`src/rtl/wdg_pkg.sv`:
```
package wdg_pkg;
    localparam int unsigned KEY_W   = 16;
    localparam int unsigned OFS_KEY = 0;
    localparam int unsigned OFS_PRE = 4;
    localparam int unsigned OFS_RLD = 8;
    localparam int unsigned OFS_STS = 12;
    localparam int unsigned OFS_WIN = 16;

    localparam logic [KEY_W-1:0] KEY_START   = 16'hCCCC;
    localparam logic [KEY_W-1:0] KEY_REFRESH = 16'hAAAA;
    localparam logic [KEY_W-1:0] KEY_OPEN    = 16'h5555;
    localparam logic [KEY_W-1:0] KEY_SHUT    = 16'h0000;

    typedef enum logic {LK_SHUT, LK_OPEN} lock_state_e;
    typedef enum logic {SY_IDLE, SY_BUSY} sync_state_e;
    typedef enum logic {WD_STOPPED, WD_RUNNING} run_state_e;
endpackage

```
`src/rtl/wdg_keygate.sv`:
```
module wdg_keygate
    import wdg_pkg::*;
(
    input  logic             clk,
    input  logic             rst_n,
    input  logic             key_wr,
    input  logic [KEY_W-1:0] key_val,
    output logic             unlocked,
    output logic             start_cmd,
    output logic             refresh_cmd
);
    lock_state_e st_q, st_d;

    always_ff @(posedge clk or negedge rst_n) begin
        if (!rst_n) st_q <= LK_SHUT;
        else        st_q <= st_d;
    end

    always_comb begin
        st_d = st_q;
        if (key_wr) begin
            unique case (key_val)
                KEY_OPEN:              st_d = LK_OPEN;
                KEY_START, KEY_REFRESH: st_d = st_q;
                default:               st_d = LK_SHUT;
            endcase
        end
    end

    always_comb begin
        unlocked    = (st_q == LK_OPEN);
        start_cmd   = key_wr && (key_val == KEY_START);
        refresh_cmd = key_wr && (key_val == KEY_REFRESH);
    end
endmodule

```
`src/rtl/wdg_cfg_sync.sv`:
```
module wdg_cfg_sync
    import wdg_pkg::*;
#(
    parameter int unsigned W          = 12,
    parameter int unsigned SYNC_TICKS = 3,
    parameter logic [W-1:0] INIT      = '1
) (
    input  logic         clk,
    input  logic         rst_n,
    input  logic         slow_tick,
    input  logic         wr_en,
    input  logic [W-1:0] wr_val,
    output logic [W-1:0] staged,
    output logic [W-1:0] active,
    output logic         busy
);
    localparam int unsigned CNT_W = $clog2(SYNC_TICKS + 1);

    sync_state_e      st_q, st_d;
    logic [CNT_W-1:0] tcnt_q, tcnt_d;
    logic [W-1:0]     staged_q, staged_d;
    logic [W-1:0]     active_q, active_d;

    always_ff @(posedge clk or negedge rst_n) begin
        if (!rst_n) begin
            st_q     <= SY_IDLE;
            tcnt_q   <= '0;
            staged_q <= INIT;
            active_q <= INIT;
        end else begin
            st_q     <= st_d;
            tcnt_q   <= tcnt_d;
            staged_q <= staged_d;
            active_q <= active_d;
        end
    end

    always_comb begin
        st_d     = st_q;
        tcnt_d   = tcnt_q;
        staged_d = staged_q;
        active_d = active_q;
        unique case (st_q)
            SY_IDLE: begin
                if (wr_en) begin
                    staged_d = wr_val;
                    tcnt_d   = '0;
                    st_d     = SY_BUSY;
                end
            end
            SY_BUSY: begin
                if (wr_en) begin
                    staged_d = wr_val;
                    tcnt_d   = '0;
                end else if (slow_tick) begin
                    if (tcnt_q == CNT_W'(SYNC_TICKS - 1)) begin
                        active_d = staged_q;
                        tcnt_d   = '0;
                        st_d     = SY_IDLE;
                    end else begin
                        tcnt_d = tcnt_q + 1'b1;
                    end
                end
            end
            default: st_d = SY_IDLE;
        endcase
    end

    always_comb begin
        staged = staged_q;
        active = active_q;
        busy   = (st_q == SY_BUSY);
    end
endmodule

```
`src/rtl/wdg_counter.sv`:
```
module wdg_counter
    import wdg_pkg::*;
#(
    parameter int unsigned CNT_W     = 12,
    parameter int unsigned CODE_W    = 4,
    parameter int unsigned MIN_SHIFT = 2,
    parameter int unsigned MAX_CODE  = 8
) (
    input  logic              clk,
    input  logic              rst_n,
    input  logic              slow_tick,
    input  logic              start_cmd,
    input  logic              refresh_cmd,
    input  logic [CNT_W-1:0]  reload,
    input  logic [CNT_W-1:0]  window,
    input  logic [CODE_W-1:0] code,
    output logic              running,
    output logic              sys_rst
);
    localparam int unsigned DIV_W = MIN_SHIFT + MAX_CODE;

    run_state_e        st_q, st_d;
    logic [CNT_W-1:0]  cnt_q, cnt_d;
    logic [DIV_W-1:0]  pdiv_q, pdiv_d;
    logic              rst_q;
    logic              fire;
    logic [CODE_W-1:0] code_eff;
    logic [DIV_W-1:0]  div_last;
    logic              win_on;
    logic [DIV_W-1:0]  last_tab [MAX_CODE+1];

    for (genvar g = 0; g <= MAX_CODE; g++) begin : g_div
        assign last_tab[g] = DIV_W'((1 << (MIN_SHIFT + g)) - 1);
    end

    assign code_eff = (code > CODE_W'(MAX_CODE)) ? CODE_W'(MAX_CODE) : code;
    assign div_last = last_tab[code_eff];
    assign win_on   = (window != '1);

    always_ff @(posedge clk or negedge rst_n) begin
        if (!rst_n) begin
            st_q   <= WD_STOPPED;
            cnt_q  <= '1;
            pdiv_q <= '0;
            rst_q  <= 1'b0;
        end else begin
            st_q   <= st_d;
            cnt_q  <= cnt_d;
            pdiv_q <= pdiv_d;
            rst_q  <= fire;
        end
    end

    always_comb begin
        st_d   = st_q;
        cnt_d  = cnt_q;
        pdiv_d = pdiv_q;
        fire   = 1'b0;
        unique case (st_q)
            WD_STOPPED: begin
                if (start_cmd) begin
                    st_d   = WD_RUNNING;
                    cnt_d  = reload;
                    pdiv_d = '0;
                end
            end
            WD_RUNNING: begin
                if (refresh_cmd) begin
                    fire   = win_on && (cnt_q > window);
                    cnt_d  = reload;
                    pdiv_d = '0;
                end else if (slow_tick) begin
                    if (pdiv_q >= div_last) begin
                        pdiv_d = '0;
                        if (cnt_q == '0) begin
                            fire  = 1'b1;
                            cnt_d = reload;
                        end else begin
                            cnt_d = cnt_q - 1'b1;
                        end
                    end else begin
                        pdiv_d = pdiv_q + 1'b1;
                    end
                end
            end
            default: st_d = WD_STOPPED;
        endcase
    end

    always_comb begin
        running = (st_q == WD_RUNNING);
        sys_rst = rst_q;
    end
endmodule

```
`src/rtl/wdg_top.sv`:
```
module wdg_top
    import wdg_pkg::*;
#(
    parameter int unsigned DATA_W     = 16,
    parameter int unsigned ADDR_W     = 5,
    parameter int unsigned RELOAD_W   = 12,
    parameter int unsigned CODE_W     = 4,
    parameter int unsigned MIN_SHIFT  = 2,
    parameter int unsigned MAX_CODE   = 8,
    parameter int unsigned SYNC_TICKS = 3
) (
    input  logic              clk,
    input  logic              rst_n,
    input  logic              slow_tick,
    input  logic              wr_en,
    input  logic [ADDR_W-1:0] addr,
    input  logic [DATA_W-1:0] wdata,
    output logic [DATA_W-1:0] rdata,
    output logic              sys_rst
);
    logic sel_key, sel_pre, sel_rld, sel_sts, sel_win;
    logic unlocked, start_cmd, refresh_cmd, running;
    logic pre_busy, rld_busy;
    logic [CODE_W-1:0]   pre_staged, pre_active;
    logic [RELOAD_W-1:0] rld_staged, rld_active;
    logic [RELOAD_W-1:0] window_q;

    assign sel_key = (addr == ADDR_W'(OFS_KEY));
    assign sel_pre = (addr == ADDR_W'(OFS_PRE));
    assign sel_rld = (addr == ADDR_W'(OFS_RLD));
    assign sel_sts = (addr == ADDR_W'(OFS_STS));
    assign sel_win = (addr == ADDR_W'(OFS_WIN));

    wdg_keygate u_key (
        .clk         (clk),
        .rst_n       (rst_n),
        .key_wr      (wr_en && sel_key),
        .key_val     (wdata[KEY_W-1:0]),
        .unlocked    (unlocked),
        .start_cmd   (start_cmd),
        .refresh_cmd (refresh_cmd)
    );

    wdg_cfg_sync #(.W(CODE_W), .SYNC_TICKS(SYNC_TICKS), .INIT('0)) u_pre (
        .clk       (clk),
        .rst_n     (rst_n),
        .slow_tick (slow_tick),
        .wr_en     (wr_en && sel_pre && unlocked),
        .wr_val    (wdata[CODE_W-1:0]),
        .staged    (pre_staged),
        .active    (pre_active),
        .busy      (pre_busy)
    );

    wdg_cfg_sync #(.W(RELOAD_W), .SYNC_TICKS(SYNC_TICKS), .INIT('1)) u_rld (
        .clk       (clk),
        .rst_n     (rst_n),
        .slow_tick (slow_tick),
        .wr_en     (wr_en && sel_rld && unlocked),
        .wr_val    (wdata[RELOAD_W-1:0]),
        .staged    (rld_staged),
        .active    (rld_active),
        .busy      (rld_busy)
    );

    always_ff @(posedge clk or negedge rst_n) begin
        if (!rst_n)                           window_q <= '1;
        else if (wr_en && sel_win && unlocked) window_q <= wdata[RELOAD_W-1:0];
    end

    wdg_counter #(
        .CNT_W(RELOAD_W), .CODE_W(CODE_W),
        .MIN_SHIFT(MIN_SHIFT), .MAX_CODE(MAX_CODE)
    ) u_cnt (
        .clk         (clk),
        .rst_n       (rst_n),
        .slow_tick   (slow_tick),
        .start_cmd   (start_cmd),
        .refresh_cmd (refresh_cmd),
        .reload      (rld_active),
        .window      (window_q),
        .code        (pre_active),
        .running     (running),
        .sys_rst     (sys_rst)
    );

    always_comb begin
        rdata = '0;
        if (sel_pre)      rdata = DATA_W'(pre_staged);
        else if (sel_rld) rdata = DATA_W'(rld_staged);
        else if (sel_sts) rdata = DATA_W'({rld_busy, pre_busy});
        else if (sel_win) rdata = DATA_W'(window_q);
    end
endmodule

```
`config.mk`:
```
export PLATFORM = sky130hd
export DESIGN_NAME = wdg_top
export DESIGN_NICKNAME = d
export VERILOG_FILES = /design/src/rtl/wdg_pkg.sv /design/src/rtl/wdg_keygate.sv /design/src/rtl/wdg_cfg_sync.sv /design/src/rtl/wdg_counter.sv /design/src/rtl/wdg_top.sv
export SDC_FILE = /design/constraint.sdc
export NUM_CORES = 1
export LEC_CHECK = 0
export BUFFER_PORTS_ARGS = -buffer_cell sky130_fd_sc_hd__buf_4
export CAP_MARGIN = 20
export CORE_MARGIN = 4
export CORE_UTILIZATION = 64
export CTS_CLUSTER_DIAMETER = 80
export DETAILED_ROUTE_END_ITERATION = 8
export PLACE_DENSITY = 0.85
export SLEW_MARGIN = 20
export SYNTH_ARGS = -nofsm -noshare
export SYNTH_HDL_FRONTEND = slang
export SYNTH_SLANG_ARGS = --single-unit
```
`constraint.sdc`:
```
create_clock -name clk -period 3.4 [get_ports clk]
set_input_delay 0.34 -clock clk [delete_from_list [all_inputs] [get_ports clk]]
set_output_delay 0.34 -clock clk [all_outputs]
set_load 0.01 [all_outputs]
```
==> results of run 1 <==
==> area by class of cell <==
type / instances / area [um^2]
Clock buffer: 11 / 152.6
Clock inverter: 5 / 85.08
Sequential cell: 75 / 1937
Multi-Input combinational cell: 320 / 2242
Tap cell: 77 / 96.34
Fill cell: 418 / 1584
Inverter: 26 / 97.59
Timing Repair Buffer: 40 / 300.3
==> metrics by stage <==
stage               utilization, %  cell area (um^2)  power (uW)  setup slack [ns]
finish                       75.61              4911        1784            0.6650
global route                 75.61              4911        1836            0.3989
CTS                          75.48              4902        1781            0.3735
detailed placement           71.82              4664       979.2            0.3940
global placement             71.82              4664       977.0            0.5654
floorplan                        -              4378       929.1             1.120
==> cell usage in the layout (no fill, tap or decap), types with 7 or more instances in the layout <==
cell	synthesis	layout
sky130_fd_sc_hd__dfstp_2	48	48
sky130_fd_sc_hd__nor2_1	19	19
sky130_fd_sc_hd__inv_1	25	25
sky130_fd_sc_hd__mux2_2	40	40
sky130_fd_sc_hd__clkbuf_8	0	9
sky130_fd_sc_hd__nor4bb_1	8	8
sky130_fd_sc_hd__buf_4	4	40
sky130_fd_sc_hd__nand4_1	13	13
sky130_fd_sc_hd__o21ai_1	10	10
sky130_fd_sc_hd__dfrtp_1	27	27
sky130_fd_sc_hd__nor3_1	13	13
sky130_fd_sc_hd__a22o_1	8	8
sky130_fd_sc_hd__nand3_1	7	7
sky130_fd_sc_hd__a31oi_1	7	7
sky130_fd_sc_hd__o21ai_0	19	19
sky130_fd_sc_hd__nand2_1	42	42
sky130_fd_sc_hd__a21oi_1	36	36
sky130_fd_sc_hd__ha_1	23	23
==> sequential cells by signal, summed over array words and instances, names as in the netlist <==
signal,count
u_cnt.cnt_q,12
u_cnt.pdiv_q,10
u_cnt.running,1
u_cnt.sys_rst,1
u_key.unlocked,1
u_pre.active,4
u_pre.busy,1
u_pre.staged,4
u_pre.tcnt_q,2
u_rld.active,12
u_rld.busy,1
u_rld.staged,12
u_rld.tcnt_q,2
window_q,12
==> kinds of logic (layout without fill, tap and decap cells) <==
group | count (synthesis) | after routing | synth area share, %
AND/OR/NAND/NOR | 136 | 136 | 16.88
AO/OA/AOI/OAI | 112 | 112 | 15.87
flip-flops | 75 | 75 | 44.36
multiplexers | 45 | 45 | 11.46
buffers and inverters | 45 | 82 | 4.756
adder cells (fa/ha/maj) | 23 | 23 | 6.590
other | 1 | 4 | 0.08588
==> power breakdown <==
| group | switching (uW) | internal (uW) | total [uW] |
|---|---|---|---|
| sequential | 0.146 | 895 | 895 |
| clock | 359 | 461 | 820 |
| combinational | 43.3 | 26.2 | 69.5 |
==> routing by layer <==
| layer | vias up | track usage [%] |
|---|---|---|
| met5 | - | 0 |
| met4 | 0 | 11.73 |
| met3 | 27 | 5.250 |
| met2 | 166 | 42.80 |
| met1 | 1793 | 35.37 |
| li1 | 1673 | - |
==> worst max-delay path, stage by stage (launching register included) <==
cell,delay (ns)
sky130_fd_sc_hd__dfrtp_1,0.46
sky130_fd_sc_hd__nor4_1,0.39
sky130_fd_sc_hd__ha_1,0.31
sky130_fd_sc_hd__a21oi_1,0.13
sky130_fd_sc_hd__o22ai_1,0.12
sky130_fd_sc_hd__o211ai_1,0.49
sky130_fd_sc_hd__a31oi_4,0.41
sky130_fd_sc_hd__a21oi_1,0.26
sky130_fd_sc_hd__a21oi_1,0.06
==> worst paths after layout <==
| check | from | end | slack, ns | cells after the start |
|---|---|---|---|---|
| worst max-delay path | u_pre.active[2] | u_cnt.cnt_q[8] | 0.67 | 8 |
| worst min-delay path | rst_n | u_cnt.pdiv_q[0] | 0.11 | 1 |
| worst max register to register | u_pre.active[2] | u_cnt.cnt_q[8] | 0.67 | 8 |
| worst min register to register | u_pre.staged[3] | u_pre.active[3] | 0.51 | 2 |
| max in group asynchronous | rst_n | u_key.unlocked | 2.70 | 1 |
| min in group clk | wdata[2] | u_pre.staged[2] | 0.24 | 3 |
==> results list, run 1 <==
- In this run the horizontal extent of the chip is 90.60 um.
* Drt first pass iters: 5
- Final hold violation count: 0
- Drt total wl: 10.64 mm
- For this design the top-level I/O count stands at 42.
* Number of remaining DRC errors: 0
- Outcome: finished, final reports clean
- For this run, the register share of the synthesized area comes to 44.36%.
- Clock buffer depth: 2
* Minimum clock period: 2.735 ns
* Total of cells resized after clock tree synthesis: 0
- Setup-failing EPs final: 0
- The initial antenna violation count came to 0.
* Maximum frequency from static timing analysis: 0.3656 GHz
- The number of clock buffers added by TritonCTS is 9.
- In this run, distinct cell masters in the synthesized netlist total 54.
- sky130_fd_sc_hd__dfstp_2 is the most common cell in the netlist.
- Starting DRC count in detailed routing: 292
- The finished layout holds 554 standard cells, fillers aside.
- Synth warn: 0
- For this design the static power due to leakage is 0.002146 uW.
* Starting density of the core: 67.23%
- Average size of a mapped cell: 9.992 um^2
- CP Data Arrival Time: 2.99 ns
* Detailed-routed wire length on met2: 5.093 mm
* Antenna Violating Nets Remaining: 0
- Clock-pin slew on the worst setup and hold paths: 0.08 ns
* Maximum fanout count along the critical path: 27
- Summed over its instances, the top area cell type makes up 28.88% of the synthesized netlist area.
- The first global-routing pass estimated 17.53 mm of wire.
- All-layer global routing usage: 26.78%
* Synth Register Bits: 75
- Setup repair after global routing left no endpoint under its margin.
- Worst hold-check path type: in2async
- STA classifies the critical path endpoint as a flop.
* Overall die area: 8208 um^2
- WL met3: 674 um
- Core region area: 6495 um^2
* Vertical extent of the die: 90.60 um
- Yosys attributes the largest share of cell area to sky130_fd_sc_hd__dfstp_2 (29%), sky130_fd_sc_hd__dfrtp_1 (15%), sky130_fd_sc_hd__mux2_2 (10%).
* Hold Slack: 0.1147 ns
* Maximum number of pins on one net before global-route repair: 76
- The via count of the first global-routing pass was 3524.
* Pwr per Cell Area: 363.2 nW/um^2
* Skew-Pair Late Insertion Delay: 0.36 ns
* Slew Viols, Final: 0
- Summed over all failing endpoints, the final setup total negative slack is 0 ns.
* Final HPWL DP: 7.582 mm
- Start-to-end type of the worst setup path: reg2reg
* Number of H-tree levels: 3
- Total number of nets in the final design: 520
- Share of flip-flops with an asynchronous set or reset: 100.0%
- Category of the worst setup path launch point: flop
- In the synthesized netlist the dominant register cell turns out to be sky130_fd_sc_hd__dfstp_2.
- Port bufs: 37
- Yosys mapped a number of flops with a built-in enable equal to 0.
- Post-CTS setup repair buffer count: 0
- CTS root buffer: sky130_fd_sc_hd__clkbuf_8
- In this run the tightest slew margin relative to its limit is 36.70%.
- At the end of routability-driven placement, the weighted congestion stood at 0.8665.
* Post-Syn Instances: 437
- The biggest area contributor in the post-synthesis netlist is sky130_fd_sc_hd__dfstp_2.
- Count of vias placed by the detailed router: 3659
- Top post-synthesis cells by count: sky130_fd_sc_hd__dfstp_2 (48), sky130_fd_sc_hd__nand2_1 (42), sky130_fd_sc_hd__mux2_2 (40)
- The tool flagged a number of max-cap violations equal to 0.
* Highest metal layer used by the detailed router: met4
- The worst path uses 80.44% of the clock period.
- Relative area change from synthesis to final layout: 12.46%
- TritonCTS clock tree: yes
- Critical path data required time: 3.66 ns
- # hold bufs at CTS: 0
- CTS saw 75 sinks.
* Overflow left after global routing: 0
- 0 antenna diodes ended up in the layout.
- Wire length the detailed router placed on met1: 4.574 mm
* Worst VDD drop: 299.8 uV
* Number of rows in the core area: 29
- Placed instance count: 538
- Netlist area before placement: 4367 um^2
* Number of vias per cell after detailed routing: 6.605
* Post-route clock skew: 0.01411 ns
- Mean routed wirelength per cell: 19.20 um
* Slew at the pin closest to its max-slew limit: 0.9495 ns
- Share of layout cells above drive strength 1: 31.45%
Power figures use the tool's default switching activity.
==> run 2: changes to the inputs <==
- CORE_UTILIZATION: 64 -> 60
- PLACE_DENSITY: 0.85 -> 0.81
- clock period: 3.4 -> 2.75 ns (I/O delays scaled with it)
==> results list, run 2 (synthesis gave the netlist of run 1 again) <==
- Outcome: finished, final reports clean
- Port bufs: 37
* First-pass GRT wire length: 17.25 mm
* Power share of the combinational group: 3.9%
- Post-CTS setup repair buffer count: 0
* Critical path data required time: 3.01 ns
- CTS saw 75 sinks.
* Minimum clock period: 2.479 ns
* Drt first pass iters: 4
- Worst hold-check path type: in2async
- RSZ-0062 raised after global routing: false
* CTS root buffer: sky130_fd_sc_hd__clkbuf_8
* Fill cell instance count of the final layout: 502
- In the final layout, the share of cells above drive strength 1 is 32.58%.
- Die Wd: 93.31 um
* Relative area change from synthesis to final layout: 14.18%
- Count of antenna diodes in the layout: 0
* Placed instance count: 565
- Most used cells in the layout excluding fill and tap cells: sky130_fd_sc_hd__buf_4 (48), sky130_fd_sc_hd__dfstp_2 (48), sky130_fd_sc_hd__nand2_1 (42)
* Number of antenna violations at the first check in global routing: 0
- Overall die area: 8707 um^2
- For the pin with the worst max-slew slack, the measured transition is 0.9307 ns.
* Sum of internal, switching and leakage power: 2196 uW
- Pwr per Cell Area: 440.4 nW/um^2
* P_leak: 0.002187 uW
- Count of vias placed by the detailed router: 3561
* First element of the critical path: u_pre.active[2]
- In this run the worst setup path terminates at u_cnt.pdiv_q[3].
- Number of remaining DRC errors: 0
* Total number of nets in the final design: 528
* Starting density of the core: 62.88%
- Reg2reg start: u_pre.active[2]
- Final HPWL DP: 7.387 mm
* Slew Viols, Final: 0
* Via count of the first global-routing pass: 3501
* Top-level port count: 42
- Maximum frequency from static timing analysis: 0.4033 GHz
* Clock buffer depth: 2
- Total Neg Setup Slack: 0 ns
- In this run the critical register-to-register path is captured at u_cnt.pdiv_q[3].
- # hold bufs at CTS: 0
- STA puts the critical path data arrival time at 2.74 ns.
* Antenna Violating Nets Remaining: 0
- Core region area: 6944 um^2
- Mean routed wirelength per cell: 17.77 um
- Setup-failing EPs final: 0
* Maximum fanout count along the critical path: 8
* Number of rows in the core area: 30
- Global routing finished with a remaining overflow of 0.
- Switching power summed over all nets: 487.5 uW
- Skew-Pair Late Insertion Delay: 0.36 ns
- Clock-pin slew on the worst setup and hold paths: 0.08 ns
- Switching Fraction: 22.20%
- Wires add up to 10.33 mm.
* All-layer global routing usage: 25.22%
- Entering global routing, the biggest net connects 76 pins.
- The worst path uses 90.16% of the clock period.
* Starting DRC count in detailed routing: 210
- Post-Layout Cell Count: 581
- Number of buffers inserted during clock tree synthesis: 9
- The number of hold violations in the final report came to 0.
* Power share of the sequential group: 50.4%
- The worst register-to-register path has a depth of 8.
- Max-cap violations in this run came to 0.
- Internal power: 1708 uW
- Between clock sinks in the finished design, the worst skew comes to 0.01408 ns.
* Start-to-end type of the worst setup path: reg2reg
* TritonCTS clock tree: yes
- Of the total power, the clock network draws 45.8%.
- Total of cells resized after clock tree synthesis: 0
- Endpoint kind of the worst setup timing path: flop
* Number of vias per cell after detailed routing: 6.129
* Number of H-tree levels: 3
- Gpl congestion: 0.8803
- Relative slew margins: 37.95%
* Category of the worst setup path launch point: flop
* Register-to-register path setup slack: 0.27 ns
- Worst VDD drop: 389.8 uV
- Vertical extent of the die: 93.31 um
## run 2: cell count changes in the layout (fill, tap and decap cells not counted), sizes merged
cell,previous run,this run
buf,40,48
## run 2: layout make-up
cell class / instances / area (um^2) / share of cell area, %
Multi-Input combinational cell: 320 / 2233 / 44.79
Clock buffer: 11 / 152.6 / 3.061
Timing Repair Buffer: 48 / 360.3 / 7.227
Clock inverter: 5 / 85.08 / 1.706
Inverter: 26 / 97.59 / 1.957
Sequential cell: 75 / 1937 / 38.85
Tap cell: 96 / 120.1 / 2.409
## run 2: per-stage QoR
step	setup WS, ns	hold slack (ns)	cell area [um^2]	utilization [%]
final	0.2707	0.04744	4986	71.80
after global placement	0.3812	0.4619	4748	68.38
after floorplan	0.4696	-0.02059	4378	-
after detailed placement	0.3023	0.4667	4748	68.38
after global routing	0.01958	0.1149	4986	71.80
after CTS	0.2857	0.08621	4986	71.80
## run 2: power groups by stage
| stage | Clock (uW) | Sequential, uW | Combinational (uW) |
|---|---|---|---|
| floorplan | 0 | 1130 | 23.7 |
| global placement | 0 | 1120 | 83.9 |
| detailed placement | 0 | 1120 | 85.2 |
| CTS | 1010 | 1110 | 85.9 |
| global route | 1060 | 1110 | 94.1 |
| finish | 1000 | 1110 | 84.8 |
## run 2: metal layers
metal  vias to the layer above  wire length [um]  track usage [%]
met1                      1733              4639            34.63
met5                         -                 0                0
met3                        11               617            4.183
met4                         0               132            8.669
met2                       131              4936            40.50
li1                       1686                 -                -
## run 2: critical path, cell delays in order, from the launching register on
cell and delay (ns):
sky130_fd_sc_hd__dfrtp_1 0.46, sky130_fd_sc_hd__nor4_1 0.35, sky130_fd_sc_hd__ha_1 0.29, sky130_fd_sc_hd__a21oi_1 0.12, sky130_fd_sc_hd__o22ai_1 0.13, sky130_fd_sc_hd__o21a_1 0.20
sky130_fd_sc_hd__or3_1 0.36, sky130_fd_sc_hd__or2_1 0.26, sky130_fd_sc_hd__o31ai_1 0.21
## run 2: worst min-delay path by stage
stage                     startpoint               to  slack [ns]  depth (start not counted)
after floorplan                rst_n  u_cnt.pdiv_q[0]       -0.02                          0
after global placement         rst_n  u_cnt.pdiv_q[1]        0.46                          1
after detailed placement       rst_n  u_cnt.pdiv_q[0]        0.47                          1
after CTS                      rst_n  u_pre.staged[1]        0.09                          1
after global routing           rst_n  u_cnt.pdiv_q[1]        0.11                          1
final                          rst_n  u_cnt.pdiv_q[8]        0.05                          1
==> run 3: changes to the inputs <==
- ABC_AREA: not set -> 1
- PLACE_DENSITY: 0.81 -> 0.8
==> results list, run 3 <==
- Skew-Pair Late Insertion Delay: 0.35 ns
- First element of the critical path: u_pre.active[3]
- Count of vias placed by the detailed router: 4483
* Synth warn: 0
- Endpoint kind of the worst setup timing path: flop
- The commonest cells after synthesis are sky130_fd_sc_hd__nand2_1 (181), sky130_fd_sc_hd__inv_1 (92), sky130_fd_sc_hd__o21ai_0 (66).
- Number of rows in the core area: 32
* Number of antenna violations at the first check in global routing: 0
* Part of the total power dissipated in the clock network: 27.4%
- For this run, the leading register cell type out of synthesis is sky130_fd_sc_hd__dfstp_2.
- All-layer global routing usage: 24.87%
- The longest clock path from root to sink contains 2 buffers.
* Overall die area: 9498 um^2
- Max-Cap Viols: 0
* Drt total wl: 11.38 mm
- Core region area: 7767 um^2
- The net count of the finished layout is 744.
* Worst Reg2Reg Path Length in Cells: 14
* Total of cells resized after clock tree synthesis: 0
* TritonCTS clock tree: yes
- Switching power summed over all nets: 1211 uW
- The path class of the tightest hold or removal check is in2async.
- For this run, the register share of the synthesized area comes to 40.33%.
- The clock drives 75 sinks.
- In this run, CTS created clock tree buffers numbering 9.
* Internal power: 2321 uW
* Slew at the pin closest to its max-slew limit: 0.9340 ns
- Starting DRC count in detailed routing: 286
- Entering global routing, the biggest net connects 76 pins.
- Among the stages of the critical path, the cell type that occurs most often is sky130_fd_sc_hd__nand2_1.
* Relative area change from synthesis to final layout: 11.54%
- Cells with a size suffix above 1 make up 17.97% of the layout.
- Synth Register Bits: 75
* Share of flip-flops with an asynchronous set or reset: 100.0%
- Maximum fanout count along the critical path: 15
- The number of antenna diodes in the final layout is 0.
- First-pass GRT wire length: 19.59 mm
- In this run, synthesis inferred 0 flip-flops with an integrated enable.
* Footprint of the flip-flops and latches: 1937 um^2
* Cell with the most instances after synthesis: sky130_fd_sc_hd__nand2_1
- Setup violations remaining at the end of the flow were counted as 0.
* Top-level port count: 42
- Multi-input combinational cell area: 2392 um^2
- Worst-path cell chain: nor2_1 -> inv_1 -> nor2_1 -> ha_1 -> nand2_1 -> nand2_1 -> nand2_1 -> nand2_1 -> nand2_1 -> nand3_2 -> nor2_4 -> nor2_4 -> nand2_1 -> nand2_1
* Number of vias per cell after detailed routing: 5.583
- Number of remaining DRC errors: 0
- Of the total power, registers draw 44.1%.
* Power share of the combinational group: 28.5%
- Critical path buffers and inverters: 1
- Via count of the first global-routing pass: 4338
- Summed over all instances, the cell type with the most area after synthesis is sky130_fd_sc_hd__dfstp_2.
- The root buffer cell chosen for the clock tree is sky130_fd_sc_hd__clkbuf_8.
* Pwr per Cell Area: 659.3 nW/um^2
- In this run the remaining antenna-violating nets after routing total 0.
- The floorplan step set the die width to 97.46 um.
- Counting tap cells, the placed design contains a total of 787 instances.
- Instance area at placement: 5129 um^2
* Switching Fraction: 34.28%
- In the layout the commonest cells are sky130_fd_sc_hd__nand2_1 (181), sky130_fd_sc_hd__inv_1 (92), sky130_fd_sc_hd__o21ai_0 (66).
- Post-CTS setup repair buffer count: 0
- After routing, the total negative slack on setup checks comes to 0 ns.
- STA classifies the critical path startpoint as a flop.
- The worst register-to-register path has a setup slack of 0.42 ns.
- Measured against its own limit, the worst slew margin works out to 37.73%.
* Vertical extent of the die: 97.46 um
* Critical path's top delay family: simple AND/OR/NAND/NOR gates
- Share of the cycle needed by the critical path after routing: 84.67%
- Reg2reg start: u_pre.active[3]
- Starting density of the core: 61.82%
- Worst R2R End: u_cnt.cnt_q[1]
- P_leak: 0.002703 uW
- The number of hold violations in the final report is 0.
- At the end of routability-driven placement, the weighted congestion stood at 0.9968.
- Counting buffers and inverters, the worst setup path is 14 cells deep.
- Final standard cell area without fillers: 5356 um^2
* Worst VDD drop: 404.3 uV
- CP Capture Point: u_cnt.cnt_q[1]
- The synthesized netlist occupies a cell area of 4802 um^2.
- Detailed placement finished with a half-perimeter wire length of 8.594 mm.
- For this design, the slowest cell found on the critical path is sky130_fd_sc_hd__dfrtp_1.
- Portion of synthesized cell area occupied by the leading cell type: 26.26%
- For this run the aggregate overflow at the end of global routing stands at 0.
- After detailed routing, the average wire length per cell comes to 14.18 um.
- Fill cell instance count of the final layout: 647
- Critical path data required time: 3.02 ns
- After clock tree synthesis, the clock-pin slew on the worst setup and hold paths is 0.08 ns.
- Worst path max stage delay: 0.42 ns
- Number of H-tree levels: 3
- Outcome: finished, final reports clean
- Average size of a mapped cell: 7.254 um^2
- Before antenna repair, the detailed router went through 7 iterations.
* CP Data Arrival Time: 2.60 ns
- Maximum frequency from static timing analysis: 0.4295 GHz
- The number of pins exceeding their max-slew limit in the final report is 0.
- Start-to-end type of the worst setup path: reg2reg
- # hold bufs at CTS: 0
- Leading cell type in the layout, fill and taps excluded: sky130_fd_sc_hd__nand2_1
- After synthesis, the cell types taking the most area are sky130_fd_sc_hd__dfstp_2 (26%), sky130_fd_sc_hd__nand2_1 (14%), sky130_fd_sc_hd__dfrtp_1 (14%).
* Post-Layout Cell Count: 803
- In the synthesized netlist, the number of instances is 662.
- Minimum clock period: 2.328 ns
* Post-route clock skew: 0.01004 ns
- Port bufs: 37
* RSZ-0062 raised after global routing: false
- Post-synth cell types: 35
run 3: cell count changes in the layout (fill, tap and decap cells not counted), moves of 7 or more:
cell,before,now
sky130_fd_sc_hd__nor2_1,19,56
sky130_fd_sc_hd__buf_4,48,41
sky130_fd_sc_hd__nand3_1,7,38
sky130_fd_sc_hd__a22o_1,8,0
sky130_fd_sc_hd__nand4_1,13,31
sky130_fd_sc_hd__nand2_1,42,181
sky130_fd_sc_hd__a21oi_1,36,13
sky130_fd_sc_hd__mux2_2,40,2
sky130_fd_sc_hd__inv_1,25,92
sky130_fd_sc_hd__nor4bb_1,8,0
sky130_fd_sc_hd__o21ai_0,19,66
run 3: worst min path at each step:
| stage | start | endpoint | slack (ns) | cells after the start |
|---|---|---|---|---|
| floorplan | rst_n | u_cnt.pdiv_q[0] | -0.02 | 0 |
| global placement | rst_n | u_cnt.pdiv_q[2] | 0.46 | 1 |
| detailed placement | rst_n | u_cnt.pdiv_q[4] | 0.47 | 1 |
| CTS | rst_n | u_pre.active[1] | 0.09 | 1 |
| global route | rst_n | u_cnt.pdiv_q[4] | 0.12 | 1 |
| finish | rst_n | u_cnt.pdiv_q[4] | 0.02 | 1 |
run 3: kinds of logic after synthesis:
logic type / share of synthesized area (%)
adders and majority gates: 5.993
other: 0.07809
and+or+nand+nor: 30.59
DFF: 40.33
AOI/OAI and AO/OA: 11.36
xor gates and xnor gates: 1.094
buffers and inverters: 10.08
muxes: 0.4690
run 3: power groups by stage:
stage               logic, uW  registers [uW]  clock network [uW]
CTS                      1000            1550                 974
floorplan                 768            1510                   0
global placement          951            1560                   0
detailed placement        995            1570                   0
finish                   1010            1560                 969
global route             1180            1590                1020
run 3: stage by stage:
step | power (uW) | worst slack (ns) | hold slack [ns] | utilization [%]
final | 3531 | 0.4215 | 0.01856 | 68.96
after floorplan | 2278 | 0.8085 | -0.02059 | -
after detailed placement | 2565 | 0.4489 | 0.4651 | 66.03
after CTS | 3529 | 0.4373 | 0.08919 | 68.96
after global placement | 2510 | 0.5643 | 0.4619 | 66.03
after global routing | 3798 | 0.1369 | 0.1181 | 68.96
run 3: final cells by class:
class / instances / area share [%]
inverter: 97 / 6.797
timing repair buffer: 41 / 5.746
multi-input combinational: 472 / 44.66
clock buffer: 11 / 2.850
clock inverter: 5 / 1.402
sequential: 75 / 36.16
tap: 102 / 2.383
run 3: layer usage:
| layer | track usage, % | vias to the layer above | share of wire, % |
|---|---|---|---|
| met5 | 0 | - | 0 |
| met4 | 9.904 | 0 | 1.7 |
| met3 | 3.446 | 22 | 6.1 |
| met2 | 39.33 | 150 | 47 |
| met1 | 34.56 | 2099 | 45 |
| li1 | - | 2212 | - |
